<file path="src/rtl/rtm_pkg.sv">
package rtm_pkg;
  typedef enum logic {
    RD_STD  = 1'b0,
    RD_FWFT = 1'b1
  } rd_mode_e;
endpackage

</file>
<file path="src/rtl/rtm_store.sv">
module rtm_store #(
  parameter int DW = 16,
  parameter int AW = 8
) (
  input  logic          clk,
  input  logic          we,
  input  logic [AW-1:0] waddr,
  input  logic [DW-1:0] wdata,
  input  logic          re,
  input  logic [AW-1:0] raddr,
  output logic [DW-1:0] rdata
);
  localparam int DEPTH = 1 << AW;

  logic [DW-1:0] mem [DEPTH];

  always_ff @(posedge clk) begin
    if (we) mem[waddr] <= wdata;
    if (re) rdata <= mem[raddr];
  end
endmodule

</file>
<file path="src/rtl/rtm_wr_ctrl.sv">
module rtm_wr_ctrl #(
  parameter int AW = 8
) (
  input  logic        clk,
  input  logic        rst,
  input  logic        wr_n,
  input  logic [AW:0] rptr,
  input  logic        rt_active,
  input  logic [AW:0] mark_ptr,
  output logic [AW:0] wptr,
  output logic        we,
  output logic        full_n
);
  localparam int DEPTH = 1 << AW;
  localparam int PW = AW + 1;

  logic [PW-1:0] wptr_q;
  logic [PW-1:0] used;
  logic [PW-1:0] span;
  logic          blocked;

  always_comb begin
    used    = wptr_q - rptr;
    span    = wptr_q - mark_ptr;
    // capacity limit, or one lap ahead of the bookmark
    blocked = (used == PW'(DEPTH)) || (rt_active && (span == PW'(DEPTH)));
  end

  always_ff @(posedge clk) begin
    if (rst) wptr_q <= '0;
    else if (!wr_n && !blocked) wptr_q <= wptr_q + 1'b1;
  end

  assign wptr   = wptr_q;
  assign we     = !wr_n && !blocked;
  assign full_n = !blocked;

  AST_NO_OVERFLOW: assert property (@(posedge clk) disable iff (rst)
    (wptr_q - rptr) <= PW'(DEPTH));
  AST_BLOCKED_WRITE_HOLDS: assert property (@(posedge clk) disable iff (rst)
    (!full_n && !wr_n) |=> $stable(wptr_q));
  AST_NO_MARK_OVERRUN: assert property (@(posedge clk) disable iff (rst)
    rt_active |-> ((wptr_q - mark_ptr) <= PW'(DEPTH)));
endmodule

</file>
<file path="src/rtl/rtm_rd_ctrl.sv">
module rtm_rd_ctrl import rtm_pkg::*; #(
  parameter int       AW        = 8,
  parameter int       MIN_GAP   = 128,
  parameter int       SETUP_LEN = 2,
  parameter rd_mode_e MODE      = RD_STD
) (
  input  logic          clk,
  input  logic          rst,
  input  logic          rd_n,
  input  logic          rt_n,
  input  logic          mark,
  input  logic [AW:0]   wptr,
  output logic [AW:0]   rptr,
  output logic          re,
  output logic [AW-1:0] raddr,
  output logic [AW:0]   mark_ptr,
  output logic          rt_active,
  output logic          empty_n,
  output logic          ready_n,
  output logic          mark_err
);
  localparam int DEPTH = 1 << AW;
  localparam int PW = AW + 1;
  localparam int SW = $clog2(SETUP_LEN + 1);

  logic [PW-1:0] rptr_q, out_ptr_q, mark_ptr_q;
  logic [SW-1:0] setup_q;
  logic          out_valid_q, active_q, err_q;

  logic [PW-1:0] used;
  logic busy, has_data, flag_ok, gap_ok, mark_req, rt_go, re_raw, re_eff;

  always_comb begin
    used     = wptr - rptr_q;
    busy     = setup_q != '0;
    has_data = used != '0;
    if (MODE == RD_FWFT) begin
      re_raw  = (!out_valid_q || !rd_n) && has_data && !busy;
      flag_ok = out_valid_q && !busy;
    end else begin
      re_raw  = !rd_n && has_data && !busy;
      flag_ok = has_data && !busy;
    end
    gap_ok   = (used >= PW'(MIN_GAP)) && (used <= PW'(DEPTH - 2));
    mark_req = mark && !active_q && flag_ok;
    rt_go    = active_q && !rt_n && rd_n && !busy;
    re_eff   = re_raw && !rt_go;
  end

  always_ff @(posedge clk) begin
    if (rst) begin
      rptr_q      <= '0;
      out_ptr_q   <= '1;
      mark_ptr_q  <= '0;
      setup_q     <= '0;
      out_valid_q <= 1'b0;
      active_q    <= 1'b0;
      err_q       <= 1'b0;
    end else begin
      if (rt_go)       rptr_q <= mark_ptr_q;
      else if (re_eff) rptr_q <= rptr_q + 1'b1;

      if (re_eff) out_ptr_q <= rptr_q;

      if (rt_go)     setup_q <= SW'(SETUP_LEN);
      else if (busy) setup_q <= setup_q - 1'b1;

      if (rt_go)       out_valid_q <= 1'b0;
      else if (re_eff) out_valid_q <= 1'b1;
      else if (!rd_n)  out_valid_q <= 1'b0;

      if (!mark) active_q <= 1'b0;
      else if (mark_req && gap_ok) begin
        active_q   <= 1'b1;
        mark_ptr_q <= out_ptr_q;
      end

      if (mark_req && !gap_ok) err_q <= 1'b1;
    end
  end

  assign rptr      = rptr_q;
  assign re        = re_eff;
  assign raddr     = rptr_q[AW-1:0];
  assign mark_ptr  = mark_ptr_q;
  assign rt_active = active_q;
  assign empty_n   = has_data && !busy;
  assign ready_n   = (MODE == RD_FWFT) ? !out_valid_q : 1'b1;
  assign mark_err  = err_q;

  AST_PTR_FROZEN_IN_SETUP: assert property (@(posedge clk) disable iff (rst)
    busy |=> $stable(rptr_q));
  AST_SETUP_FLAGS: assert property (@(posedge clk) disable iff (rst)
    (active_q && !rt_n && rd_n && !busy) |=> (!empty_n && ready_n));
  AST_RT_SKIPPED_ON_READ: assert property (@(posedge clk) disable iff (rst)
    (active_q && !rt_n && !rd_n && !busy) |=> (setup_q == '0));
  AST_MARK_RELEASE: assert property (@(posedge clk) disable iff (rst)
    !mark |=> !active_q);
  AST_MARK_NEEDS_GAP: assert property (@(posedge clk) disable iff (rst)
    $rose(active_q) |-> ($past(used) >= PW'(MIN_GAP)));
  AST_ERR_STICKY: assert property (@(posedge clk) disable iff (rst)
    mark_err |=> mark_err);
endmodule

</file>
<file path="src/rtl/fifo_rtm_ctrl.sv">
module fifo_rtm_ctrl import rtm_pkg::*; #(
  parameter int       DW        = 16,
  parameter int       AW        = 8,
  parameter int       MIN_GAP   = 128,
  parameter int       SETUP_LEN = 2,
  parameter rd_mode_e MODE      = RD_STD
) (
  input  logic          clk,
  input  logic          rst,
  input  logic          wr_n,
  input  logic [DW-1:0] din,
  output logic          full_n,
  input  logic          rd_n,
  input  logic          rt_n,
  input  logic          mark,
  output logic [DW-1:0] dout,
  output logic          empty_n,
  output logic          ready_n,
  output logic          rt_active,
  output logic          mark_err
);
  localparam int PW = AW + 1;

  logic [PW-1:0] wptr, rptr, mark_ptr;
  logic          we, re;
  logic [AW-1:0] raddr;

  rtm_wr_ctrl #(.AW(AW)) u_wr (
    .clk(clk), .rst(rst), .wr_n(wr_n), .rptr(rptr),
    .rt_active(rt_active), .mark_ptr(mark_ptr),
    .wptr(wptr), .we(we), .full_n(full_n)
  );

  rtm_rd_ctrl #(.AW(AW), .MIN_GAP(MIN_GAP), .SETUP_LEN(SETUP_LEN), .MODE(MODE)) u_rd (
    .clk(clk), .rst(rst), .rd_n(rd_n), .rt_n(rt_n), .mark(mark),
    .wptr(wptr), .rptr(rptr), .re(re), .raddr(raddr),
    .mark_ptr(mark_ptr), .rt_active(rt_active), .empty_n(empty_n),
    .ready_n(ready_n), .mark_err(mark_err)
  );

  rtm_store #(.DW(DW), .AW(AW)) u_mem (
    .clk(clk), .we(we), .waddr(wptr[AW-1:0]), .wdata(din),
    .re(re), .raddr(raddr), .rdata(dout)
  );
endmodule

</file>
<file path="config.mk">
export PLATFORM = sky130hd
export DESIGN_NAME = fifo_rtm_ctrl
export DESIGN_NICKNAME = d
export VERILOG_FILES = /design/src/rtl/rtm_pkg.sv /design/src/rtl/rtm_store.sv /design/src/rtl/rtm_wr_ctrl.sv /design/src/rtl/rtm_rd_ctrl.sv /design/src/rtl/fifo_rtm_ctrl.sv
export SDC_FILE = /design/constraint.sdc
export NUM_CORES = 2
export LEC_CHECK = 0
export ABC_AREA = 1
export BUFFER_PORTS_ARGS = -buffer_cell sky130_fd_sc_hd__buf_2
export CORE_ASPECT_RATIO = 0.7
export CORE_MARGIN = 3
export CORE_UTILIZATION = 49
export DETAILED_ROUTE_END_ITERATION = 7
export HOLD_SLACK_MARGIN = 0.15
export PLACE_DENSITY = 0.63
export SLEW_MARGIN = 15
export SYNTH_ARGS = -nofsm -noshare
export SYNTH_HDL_FRONTEND = slang
export SYNTH_SLANG_ARGS = --single-unit
</file>
<file path="constraint.sdc">
create_clock -name clk -period 4.6 [get_ports clk]
set_input_delay 0.69 -clock clk [delete_from_list [all_inputs] [get_ports clk]]
set_output_delay 0.69 -clock clk [all_outputs]
set_load 0.02 [all_outputs]
</file>
Yosys cells after proc, flatten, opt, wreduce, memory -nomap -nowiden
Memories as Yosys holds them, arrays and structs flattened. A register that Yosys moved wholly into a read port is not among the register bits.
Index checks and enable logic that the tools add are counted.
Operators by class
  equal/unequal tests: 2
  magnitude comparators: 2
  bitwise logic cells: 1
  reductions and logical operators: 30
  add/subtract/negate cells: 5
  muxes and demuxes: 6
Operators by type and width (number)
  9-bit by 1-bit adder with 9-bit output (second input constant): 2
  9-bit == test (second input constant): 2
  9-bit 2-to-1 mux: 2
  9-bit subtractor: 2
  1-bit logical AND: 14
  9-bit by 8-bit greater-or-equal comparator with 1-bit output (second input constant): 1
  9-bit by 8-bit less-or-equal comparator with 1-bit output (second input constant): 1
  9-bit nonzero test: 1
  1-bit zero test: 8
  2-bit nonzero test: 3
  2-bit 2-to-1 mux: 2
  2-bit OR reduction: 2
  1-bit 2-to-1 mux: 2
  2-bit AND reduction: 1
  2-bit by 1-bit subtractor with 2-bit output (second input constant): 1
  1-bit logical OR: 1
  1-bit inverter: 1
Word-level totals
  memories kept: 1
  output and inout bits: 21
  bits in registers: 40
  RAM bits: 4096
  logic and storage cells: 55
Memory list
  u_mem.mem: words 256, width 16, read ports 1, clocked after Yosys merged registers in 1, write ports 1, RTL line rtm_store.sv:15  | logic [DW-1:0] mem [DEPTH];

Longest topological paths before layout
  depth in word-level cells: 8
  depth in mapped cells: 20
  mapped depth without buffers: 17

Modules after synthesis
Synthesis repeated with hierarchy kept, for this count alone.
Unflattened totals
  cell total of the unflattened synthesis: 14249
  area total of the unflattened synthesis: 169665.2 um2
By module, submodules not included
  rtm_store: area an instance 165866.6 um2, seq. area each 123478.4 um2, cells each 13617, times used 1
  rtm_rd_ctrl: area an instance 2209.6 um2, seq. area each 620.6 um2, cells each 339, times used 1
  rtm_wr_ctrl: area an instance 1589.0 um2, seq. area each 180.2 um2, cells each 293, times used 1

Worst setup path after synthesis
OpenSTA, ideal clock, no wires.
  kind: reg-to-reg
  from: register u_rd.rptr_q[2], in the netlist u_rd.rptr[2]
  to: memory u_mem.mem[100][0], enable pin
  cell stages (with the launch flop): 20
  clock period less this slack: 3875 ps
  arrival: 3487 ps
  path slack: 725 ps
  path through: dfxtp_1 buf_2 inv_2 clkbuf_1 clkbuf_1 ha_1 buf_2 a21oi_2 nand2_1 nand2_1 nand3_1 nand2_1 nor2_1 nand3b_2 nand3_2 inv_2 buf_6 nand2_4 buf_6 nor2_1
Between the ends
  cells in the longest elaborated chain, start to end: 7
RTL lines
  start, declared: RTL line rtm_rd_ctrl.sv:26  | logic [PW-1:0] rptr_q, out_ptr_q, mark_ptr_q;
  start signal, assigned: RTL line rtm_rd_ctrl.sv:60  | if (rt_go) rptr_q <= mark_ptr_q;
  start signal, assigned: RTL line rtm_rd_ctrl.sv:61  | else if (re_eff) rptr_q <= rptr_q + 1'b1;
  9-bit subtractor: RTL line rtm_wr_ctrl.sv:23  | used = wptr_q - rptr;
  9-bit == test: RTL line rtm_wr_ctrl.sv:26  | blocked = (used == PW'(DEPTH)) || (rt_active && (span == PW'(DEPTH)));
  1-bit logical OR: RTL line rtm_wr_ctrl.sv:26
  1-bit zero test: RTL line rtm_wr_ctrl.sv:35  | assign we = !wr_n && !blocked;
  1-bit logical AND: RTL line rtm_wr_ctrl.sv:35
  1-bit 2-to-1 mux: RTL line rtm_store.sv:18  | if (we) mem[waddr] <= wdata;
  1-bit 2-to-1 mux (not written as such): RTL line rtm_store.sv:18
  end, declared: RTL line rtm_store.sv:15
Every way passes these cells.

Worst setup path after layout
  from: register u_wr.wptr_q[0], in the netlist u_wr.wptr[0]
  to: output port full_n
Between the ends
  cells in the longest elaborated chain, start to end: 5
RTL lines
  start, declared: RTL line rtm_wr_ctrl.sv:17  | logic [PW-1:0] wptr_q;
  start signal, assigned: RTL line rtm_wr_ctrl.sv:31  | else if (!wr_n && !blocked) wptr_q <= wptr_q + 1'b1;
  9-bit subtractor: RTL line rtm_wr_ctrl.sv:24  | span = wptr_q - mark_ptr;
  9-bit == test: RTL line rtm_wr_ctrl.sv:26
  1-bit logical AND: RTL line rtm_wr_ctrl.sv:26
  1-bit logical OR *: RTL line rtm_wr_ctrl.sv:26
  1-bit zero test *: RTL line rtm_wr_ctrl.sv:36  | assign full_n = !blocked;
  end, declared: RTL line fifo_rtm_ctrl.sv:12  | output logic full_n,
Mark *: on every way between the ends. The rest lies on a longest branch, timed or not.

==> impl_metrics.yaml <==
final_layout:
  nNetsFinal: 14200
  post-route-cell-area_sq_um: 188000
  final_cell_mix: "edfxtp_1 (4112), nor2_1 (3671), o21ai_0 (1826), nand2_1 (1542), nand3_1 (614)"
  final_common_cell: "edfxtp_1"
  drive_gt1_frac: 0.0846
  multi_input_area_sq_um: 38700
  n_fill_cell: 28200
  area_growth_syn_to_layout_pct: 11.8
  regArea_sq_um: 124000
timing:
  min_period_over_period: 0.939
  setup_viol_count_final: 0
  fin_ws_ns: 0.279
  period_needed_ns: 4.32
  holdWs_ns: 0.211
  rsz0062_at_grt: "no"
  slew_headroom: 0.137
  worst_slew_pin_slew_ns: 1.29
  hold_viol: 0
  max_freq_ghz: 0.231
  slew_viol_final: 0
  fin_skew_ns: 0.0616
placed_design:
  io_buffers: 41
  placed_area_sq_um: 176000
  place_congestion: 0.906
  hpwl_mm: 290
  pre_cts_slack_ns: 0.227
floorplanning:
  rows: 179
  io_pins: 43
  dieArea_sq_um: 351000
  die_x_um: 707
  start_util: 0.494
  core-area_sq_um: 341000
  die_h_um: 496
run:
  max_cap_viol_count: 0
routing:
  vias: 112000
  viasPerCell: 5.87
  drt_wl_total_mm: 500
  drtPass1Iterations: 8
  post_drt_wl_per_cell_um: 26.2
  drc: 0
  drtIter0Drc: 17600
  ant_nets: 0
global_routing:
  grt_max_degree: 172
  grt_pass1_vias: 102000
  grt_pass1_wl_mm: 722
  antenna_found_initial: 26
  grt_usage: 0.279
  grt-ovfl-total: 0
synth:
  synth_top_area_frac: 0.733
  synth_area_leader_cell: "edfxtp_1"
  yosysUniqueCellTypes: 42
  yosysSeqAreaShare: 0.738
  syn_avg_cell_area_sq_um: 11.9
  yosys_warnings: 0
  synth_seq_cells: 4152
  synth.top_cells.by_area: "edfxtp_1 (73%), nor2_1 (8.2%), o21ai_0 (5.4%)"
  ys.flop_type: "edfxtp_1"
  synthArstFlopShare: 0
  synth_edf_count: 4112
  synth_area_sq_um: 168000
  syn_nets: 14200
  syn_inst: 14100
clock_tree:
  numClockSinks: 4152
  cts_tree: "done"
  h-tree-depth: 5
  clk_pin_slew_ns: 0.07
  cts_root_buffer: "clkbuf_16"
  max-clock-path-buffers: 4
  postCtsSetupBuffers: 0
  clk_latency_ns: 0.95
  cts_inserted_buffers: 393
setup_path:
  path_class: "flip-flop to output port"
  crit_required_ns: 3.91
  cp-end-kind: "output port"
  cp.arrival_ns: 3.63
  crit_path_max_fanout: 14
  critical_path.startpoint_type: "flip-flop"
outcome:
  outcome: "finished, final reports clean"
power_and_ir_drop:
  p_per_area_nw_per_um2: 434
  p_leak_nw: 64.0
  ir_worst_vdd_v: 0.000344
worst_hold_path:
  min_path_type: "input port to flip-flop"
[sequential cells by signal, indices dropped and copies added (netlist names)]
signal	flops
u_rd.setup_q	2
u_mem.mem	4096
u_rd.mark_ptr	9
u_wr.wptr	9
u_rd.out_ptr_q	9
u_rd.rt_active	1
u_rd.mark_err	1
u_rd.rptr	9
u_mem.rdata	16
[per-stage QoR]
stage	total power [mW]	util	setup TNS, ns	cells
6_report	81.8	0.552	0	19100
5_1_grt	84.3	0.552	0	19000
4_1_cts	82.0	0.552	0	19000
3_5_place_dp	49.8	0.515	0	18300
3_3_place_gp	49.7	0.515	-3.98	18300
2_1_floorplan	46.6	-	0	14100
[area by class of cell]
type,instances,area share
Clock inverter,235,0.0129
Multi-Input combinational cell,8740,0.206
Inverter,322,0.00663
Sequential cell,4152,0.660
Tap cell,4525,0.0301
Antenna cell,10,0.000133
Timing Repair Buffer,589,0.0297
Clock buffer,483,0.0547
[per-layer routing]
| metal | GRT usage | vias up | share of wire |
|---|---|---|---|
| met3 | 0.0764 | 703 | 0.13 |
| met4 | 0.0719 | 8 | 0.026 |
| li1 | - | 50000 | - |
| met2 | 0.394 | 6268 | 0.42 |
| met5 | 0 | - | 0.000088 |
| met1 | 0.427 | 54900 | 0.42 |
[power by group]
part / total, mW / internal [mW] / switching [mW]
registers: 41.7 / 41.6 / 0.0819
logic: 7.36 / 1.81 / 5.55
clock network: 32.7 / 18.5 / 14.2
[synthesized netlist by cell type (2+ instances only)]
| master | n |
|---|---|
| o211ai_1 | 377 |
| clkinv_1 | 35 |
| xor2_1 | 2 |
| o21ai_0 | 1826 |
| nor2_1 | 3676 |
| xnor2_1 | 3 |
| or2_2 | 25 |
| o22ai_1 | 115 |
| ha_1 | 21 |
| buf_1 | 104 |
| inv_2 | 28 |
| nor3_1 | 6 |
| nand2_4 | 10 |
| nand2_1 | 1548 |
| clkbuf_1 | 391 |
| nand4_1 | 13 |
| or2_1 | 3 |
| nand3b_1 | 2 |
| nand3_1 | 615 |
| a31oi_1 | 11 |
| buf_2 | 315 |
| inv_1 | 259 |
| buf_6 | 22 |
| o21bai_1 | 2 |
| a21oi_2 | 2 |
| dfxtp_1 | 40 |
| o21ai_1 | 291 |
| or2_0 | 2 |
| o21a_1 | 2 |
| a21oi_1 | 174 |
| buf_4 | 74 |
| o221ai_1 | 3 |
| nand3_2 | 2 |
| edfxtp_1 | 4112 |
| nor4_1 | 2 |
[cell families after synthesis]
logic type	synth area share
and+or+nand+nor	0.138
buffers and inverters	0.0323
AOI/OAI and AO/OA	0.0900
adders and majority gates	0.00168
DFF	0.738
muxes	0.0000594
other	0.0000223
xor gates and xnor gates	0.000260
[path summary, 6_finish.rpt]
kind / startpoint / to / slack (ns) / cells past startpoint
worst max-delay path: u_wr.wptr[0]$_SDFFE_PP0P_ / full_n / 0.28 / 15
worst min-delay path: din[0] / u_mem.mem[181][0]$_DFFE_PP_ / 0.21 / 1
worst max register to register: u_wr.wptr[0]$_SDFFE_PP0P_ / u_mem.mem[41][15]$_DFFE_PP_ / 0.29 / 17
worst min register to register: u_rd.mark_err$_SDFFE_PP0P_ / u_rd.mark_err$_SDFFE_PP0P_ / 0.45 / 2
[worst max-delay path: stages, from the launching register on]
cell and delay (ns):
dfxtp_1 0.42, inv_2 0.11, ha_1 0.22, fa_1 0.41, inv_1 0.09, nand2_1 0.06
nand2_1 0.10, nand3_1 0.08, nand2_1 0.10, nand3_1 0.10, nor2_2 0.15, nand3b_2 0.11
buf_4 0.20, nand2_1 0.19, inv_1 0.17, buf_2 0.20
[timing repair]
| item | in CTS | in global routing |
|---|---|---|
| endpoints found under the setup margin | 0 | 24 |
| endpoints found under the hold margin | 17 | 0 |
| gates resized for setup | 0 | 3 |
| hold buffers | 3 | 0 |
(Power assumes the default switching activity.)
